**config.mk**
```make
export PLATFORM = sky130hd
export DESIGN_NAME = sertx_brk
export DESIGN_NICKNAME = d
export VERILOG_FILES = /design/src/rtl/sertx_pkg.sv /design/src/rtl/sertx_bitclk.sv /design/src/rtl/sertx_hold.sv /design/src/rtl/sertx_shift.sv /design/src/rtl/sertx_brk.sv
export SDC_FILE = /design/constraint.sdc
export NUM_CORES = 1
export LEC_CHECK = 0
export BUFFER_PORTS_ARGS = -buffer_cell sky130_fd_sc_hd__buf_2
export CAP_MARGIN = 30
export CORE_AREA = 10 10 67 69
export DETAILED_ROUTE_END_ITERATION = 10
export DIE_AREA = 0 0 77 79
export GPL_TIMING_DRIVEN = 0
export PLACE_DENSITY = 0.76
export SYNTH_ARGS = -nofsm -noshare
export SYNTH_HDL_FRONTEND = slang
export SYNTH_SLANG_ARGS = --single-unit
```
**constraint.sdc**
```tcl
create_clock -name clk -period 1.87 [get_ports clk]
set_input_delay 0.374 -clock clk [delete_from_list [all_inputs] [get_ports clk]]
set_output_delay 0.374 -clock clk [all_outputs]
set_load 0.02 [all_outputs]
```
**src/rtl/sertx_pkg.sv**
```systemverilog
package sertx_pkg;

  // Parity over the low n bits of d; odd selects odd parity.
  function automatic logic par_bit(input logic [15:0] d, input int n, input logic odd);
    logic p;
    p = odd;
    for (int i = 0; i < 16; i++) begin
      if (i < n) p = p ^ d[i];
    end
    return p;
  endfunction

endpackage

```
**src/rtl/sertx_bitclk.sv**
```systemverilog
module sertx_bitclk #(
  parameter int OS_RATE = 16
) (
  input  logic clk,
  input  logic rst_n,
  input  logic tick16,
  output logic bit_stb
);
  localparam int CW = (OS_RATE > 1) ? $clog2(OS_RATE) : 1;
  localparam logic [CW-1:0] LAST = CW'(OS_RATE - 1);

  logic [CW-1:0] cnt;

  always_ff @(posedge clk) begin
    if (!rst_n)      cnt <= '0;
    else if (tick16) cnt <= (cnt == LAST) ? '0 : cnt + 1'b1;
  end

  assign bit_stb = tick16 && (cnt == LAST);
endmodule

```
**src/rtl/sertx_hold.sv**
```systemverilog
module sertx_hold #(
  parameter int W = 8
) (
  input  logic         clk,
  input  logic         rst_n,
  input  logic         wr,
  input  logic         clr,
  input  logic         take,
  input  logic [W-1:0] din,
  output logic         full,
  output logic [W-1:0] dout
);
  always_ff @(posedge clk) begin
    if (!rst_n) begin
      full <= 1'b0;
      dout <= '0;
    end else if (clr) begin
      full <= 1'b0;
    end else if (wr) begin
      full <= 1'b1;
      dout <= din;
    end else if (take) begin
      full <= 1'b0;
    end
  end
endmodule

```
**src/rtl/sertx_shift.sv**
```systemverilog
module sertx_shift
  import sertx_pkg::*;
#(
  parameter int DATA_BITS  = 8,
  parameter int PARITY_EN  = 1,
  parameter int PARITY_ODD = 0,
  parameter int STOP_BITS  = 1
) (
  input  logic                 clk,
  input  logic                 rst_n,
  input  logic                 clr,
  input  logic                 bit_stb,
  input  logic                 load,
  input  logic [DATA_BITS-1:0] din,
  output logic                 busy,
  output logic                 last,
  output logic                 sd
);
  localparam int FRAME_LEN = 1 + DATA_BITS + PARITY_EN + STOP_BITS;
  localparam int CW        = $clog2(FRAME_LEN + 1);

  // Bit 0 goes out first: start, data LSB first, parity, stops.
  function automatic logic [FRAME_LEN-1:0] make_frame(input logic [DATA_BITS-1:0] d);
    logic [FRAME_LEN-1:0] f;
    f = '1;
    f[0] = 1'b0;
    f[DATA_BITS:1] = d;
    if (PARITY_EN != 0)
      f[DATA_BITS+1] = par_bit(16'(d), DATA_BITS, PARITY_ODD != 0);
    return f;
  endfunction

  logic [FRAME_LEN-1:0] sr;
  logic [CW-1:0]        left;

  always_ff @(posedge clk) begin
    if (!rst_n || clr) begin
      sr   <= '1;
      left <= '0;
      busy <= 1'b0;
    end else if (bit_stb) begin
      if (load) begin
        sr   <= make_frame(din);
        left <= CW'(FRAME_LEN);
        busy <= 1'b1;
      end else if (busy) begin
        sr   <= {1'b1, sr[FRAME_LEN-1:1]};
        left <= left - 1'b1;
        if (left == CW'(1)) busy <= 1'b0;
      end
    end
  end

  assign last = busy && (left == CW'(1));
  assign sd   = sr[0];
endmodule

```
**src/rtl/sertx_brk.sv**
```systemverilog
module sertx_brk #(
  parameter int DATA_BITS  = 8,
  parameter int PARITY_EN  = 1,
  parameter int PARITY_ODD = 0,
  parameter int STOP_BITS  = 1,
  parameter int OS_RATE    = 16
) (
  input  logic                 clk,
  input  logic                 rst_n,
  input  logic                 tick16,
  input  logic                 wr_en,
  input  logic [DATA_BITS-1:0] wr_data,
  input  logic                 cmd_valid,
  input  logic                 cmd_enable,
  input  logic                 cmd_disable,
  input  logic                 cmd_reset,
  input  logic                 cmd_brk_start,
  input  logic                 cmd_brk_stop,
  output logic                 txd,
  output logic                 tx_ready,
  output logic                 tx_empty
);
  // Named internal events (also observed by the bound checker)
  logic bit_stb, brk_active;
  logic c_rst, c_dis, c_en, c_bs, c_be;
  logic drained, free_slot, wr_ok, hold_clr, load_go, brk_go, brk_end, dis_go;

  logic en_r, dis_pend, brk_pend, brk_on, stop_pend;
  logic                 hold_full;
  logic [DATA_BITS-1:0] hold_q;
  logic                 sh_busy, sh_last, sh_sd;

  sertx_bitclk #(.OS_RATE(OS_RATE)) u_bitclk (
    .clk(clk), .rst_n(rst_n), .tick16(tick16), .bit_stb(bit_stb)
  );

  sertx_hold #(.W(DATA_BITS)) u_hold (
    .clk(clk), .rst_n(rst_n), .wr(wr_ok), .clr(hold_clr), .take(load_go),
    .din(wr_data), .full(hold_full), .dout(hold_q)
  );

  sertx_shift #(
    .DATA_BITS(DATA_BITS), .PARITY_EN(PARITY_EN),
    .PARITY_ODD(PARITY_ODD), .STOP_BITS(STOP_BITS)
  ) u_shift (
    .clk(clk), .rst_n(rst_n), .clr(c_rst), .bit_stb(bit_stb), .load(load_go),
    .din(hold_q), .busy(sh_busy), .last(sh_last), .sd(sh_sd)
  );

  // Command decode: reset dominates, disable beats enable
  assign c_rst = cmd_valid && cmd_reset;
  assign c_dis = cmd_valid && cmd_disable && !c_rst;
  assign c_en  = cmd_valid && cmd_enable && !cmd_disable && !c_rst;
  assign c_bs  = cmd_valid && cmd_brk_start && !c_rst;
  assign c_be  = cmd_valid && cmd_brk_stop && !c_rst;

  assign drained   = !sh_busy && !hold_full;
  assign free_slot = !sh_busy || sh_last;
  assign tx_ready  = en_r && !dis_pend && !hold_full;
  assign tx_empty  = tx_ready && !sh_busy;

  assign wr_ok    = wr_en && tx_ready && !c_rst && !c_dis;
  assign hold_clr = c_rst || (c_en && !en_r);
  assign load_go  = bit_stb && free_slot && hold_full && en_r && !brk_on;
  assign brk_go   = bit_stb && brk_pend && free_slot && !hold_full && !dis_pend && !c_be;
  assign brk_end  = bit_stb && brk_on && stop_pend;
  assign dis_go   = dis_pend && drained;

  always_ff @(posedge clk) begin
    if (!rst_n || c_rst) begin
      en_r      <= 1'b0;
      dis_pend  <= 1'b0;
      brk_pend  <= 1'b0;
      brk_on    <= 1'b0;
      stop_pend <= 1'b0;
    end else begin
      if (c_dis) begin
        if (en_r && drained) en_r     <= 1'b0;
        else if (en_r)       dis_pend <= 1'b1;
      end else if (c_en) begin
        en_r     <= 1'b1;
        dis_pend <= 1'b0;
      end else if (dis_go) begin
        en_r     <= 1'b0;
        dis_pend <= 1'b0;
      end

      if (!en_r) begin
        brk_pend  <= 1'b0;
        brk_on    <= 1'b0;
        stop_pend <= 1'b0;
      end else begin
        if (brk_go) begin
          brk_pend <= 1'b0;
          brk_on   <= 1'b1;
        end else if (c_bs && !dis_pend && !brk_on) begin
          brk_pend <= 1'b1;
        end
        if (c_be) begin
          brk_pend <= 1'b0;
          if (brk_on) stop_pend <= 1'b1;
        end
        if (brk_end) begin
          brk_on    <= 1'b0;
          stop_pend <= 1'b0;
        end
      end
    end
  end

  assign brk_active = brk_on && en_r;
  assign txd        = brk_active ? 1'b0 : sh_sd;
endmodule

```
==> run metrics <==
Root Driver=clkbuf_4; max frequency=0.5779 GHz; global-route wire length before repair=5595 µm; synthesized area=1563 µm²; hold wc startpoint=wr_data[4]; fin util=0.5501; fraction of synthesized area in multiplexers=0.05765; ratio of cells with drive above 1 in the final layout=0.2216; Setup TNS=0 ns; I/O Buffers=19; Core Rows=21; register area share after synthesis=0.4227; Worst Hold Class=in -> reg; die footprint=6083 µm²; pin slew with the least headroom to its limit=0.4026 ns; Post-Synth XOR/XNOR Area=0.05604; Via Count=1,264; Post-DRT Antenna Nets=0; Congestion Overflow GR=0; Avg WL per Cell=14.42 µm; initial antenna violation count=0; Iter 0 DRT Violations=96; CTS clk-pin slew, worst paths=0.11 ns; Placer Congestion=0.7201; H-Tree Depth=2; postcts setup bufs=0; CP endpoint kind=primary output; CP required=1.50 ns; GRT Total Usage=0.1113; Reg-to-Reg Start=u_bitclk.cnt[0]; crit share post-route=0.9253; pre-CTS WS=0.08867 ns; #FFs+latches synth=33; Routed WL=3330 µm; fillers=303; CTS tree=done; status=complete, no violations; CP max FO=9; maximum number of pins on one net before global-route repair=12; Layout Nets=205; n_diodes=0; setup violators final=0; syn nets=179; starting density of the core=0.4835; Cells after Synth=158; Synth Area in Compound Gates=0.2242; met3 usage=0.04617; GR Util met1=0.1272; Die Wd=77 µm; Fin. Hold Viols=0; Vias per Instance=5.472; Reg2Reg Depth=5; vias in the first global route=1,256; hold path depth=3; DRC viols=0; critical path startpoint category=flip-flop; Layout Skew=0.005847 ns; Area growth syn-to-layout=13.77%; main combinational cell family by area after synthesis=compound AO/OA/AOI/OAI gates; WP data arrival=1.36 ns; worst hold endpoint=u_hold.dout[4]; Num CTS Buffers=5; clock sink count=33; Primary FF master, synth=dfxtp_1; Lkg Pwr=0.0007109 µW; final worst slack=0.1396 ns; CTS Hold Buffers Added=0; drt first pass iters=4; Die H=79 µm; Core ar.=3232 µm²; worst skew pair latency=0.34 ns; Async S/R FF share, synth=0; RSZ-0062 raised after global routing=false; worst relative slew slack=0.7308; r2r setup slk=0.18 ns; syn avg cell area=9.891 µm²; post-synthesis adder-cell area fraction=0.02402; Netlist cell types=46; num ports=21; worst vdd ir=0.5526 mV; final hold slack=0.2851 ns; dpl hpwl=2574 µm; GR peak layer=met2; Post-synth EDFFs=0; M2 GR Usage=0.1830; Syn. warnings=0; pwr/cell area=663.3 nW/µm²; max cap viols=0; Worst R2R End=u_shift.sr[9]; Max Root-Sink Buffers=2; Post-Synth Simple-Gate Area=0.1793; crit path kind=reg -> out; max-slew violation count=0; Tmin final=1.730 ns; Placed Instance Area=1715 µm²; Final Instance Area=1778 µm²
[synth_stat cells, drive strengths merged, types with 2 or more instances]
cell     count  share of area
a21oi        7          0.022
nand3        4          0.013
a2bb2oi      9          0.050
and3b        3          0.017
buf          5          0.024
o211ai       3          0.014
o21ai        6          0.024
or3b         2          0.011
ha           3          0.024
nor2b       12          0.048
mux2i        9          0.058
xnor2        8          0.045
inv          4         0.0096
xor2         2          0.011
and2         2         0.0080
dfxtp       33           0.42
nand2        8          0.021
o22ai        8          0.032
nor3b        2         0.0096
nor2         8          0.021
[cell families after synthesis]
kind of cell               count (synthesis)
AOI/OAI and AO/OA                         45
xor gates and xnor gates                  10
adders and majority gates                  3
buffers and inverters                     10
DFF                                       33
muxes                                      9
and+or+nand+nor                           48
[area by class of cell]
class | instances | area, µm² | share of cell area
buffer | 6 | 41.29 | 0.02322
sequential | 33 | 660.6 | 0.3716
timing repair buffer | 19 | 95.09 | 0.05348
clock inverter | 3 | 17.52 | 0.009852
inverter | 4 | 15.01 | 0.008445
multi-input combinational | 115 | 853.3 | 0.4799
clock buffer | 5 | 37.54 | 0.02111
tap | 46 | 57.56 | 0.03237
[registers in the layout (all words and copies together) (netlist names), 4 cells and up]
signal	cells
u_shift.sr	10
u_shift.left	4
u_bitclk.cnt	4
u_hold.dout	8
[repair_timing]
item | in CTS | in global routing
endpoints found under the hold margin | 0 | 0
resized for setup | 0 | 2
setup endpoints to repair | 0 | 11
[worst max path at each step]
stage                               start        endpoint  slack [ns]  cells after the start
after floorplan                      en_r  u_hold.dout[0]        0.21                      5
after global placement    u_shift.left[1]   u_shift.sr[0]        0.17                      7
after detailed placement  u_shift.left[1]   u_shift.sr[0]        0.09                      7
after CTS                 u_shift.left[1]   u_shift.sr[0]        0.07                      7
after global routing      u_bitclk.cnt[0]   u_shift.sr[9]        0.05                      5
final                                en_r        tx_ready        0.14                      2
[worst max-delay path: stages (launching register included)]
cell	delay [ns]
dfxtp_1	0.48
nor3b_1	0.31
buf_2	0.23
[cells in the final DEF, fill, tap and decap left out, types with 4 or more instances in the layout]
cell type  Yosys  layout
buf_2          3      22
nor2_1         7       6
nor2b_1       12      12
nand2_1        7       7
o21ai_0        4       4
inv_1          4       4
nand3_1        4       4
mux2i_1        9       9
clkbuf_4       0       5
o22ai_1        8       8
dfxtp_1       33      33
a2bb2oi_1      9       9
xnor2_1        8       8
a21oi_1        7       7
[power by group]
group          switching, µW  internal, µW  total (µW)
clock                    250           141         391
combinational           36.6          36.9        73.5
sequential              6.58           708         714
[stage by stage]
| stage | std cells | total power (µW) |
|---|---|---|
| floorplan | 158 | 773.2 |
| global placement | 223 | 800.1 |
| detailed placement | 223 | 803.7 |
| CTS | 231 | 1187 |
| global route | 231 | 1233 |
| finish | 231 | 1179 |
[routing by layer]
layer | up-vias | wire length [µm]
met2 | 22 | 1623
met5 | - | 0
met3 | 6 | 143
met1 | 595 | 1506
li1 | 641 | -
met4 | 0 | 57
(Power assumes the default switching activity.)
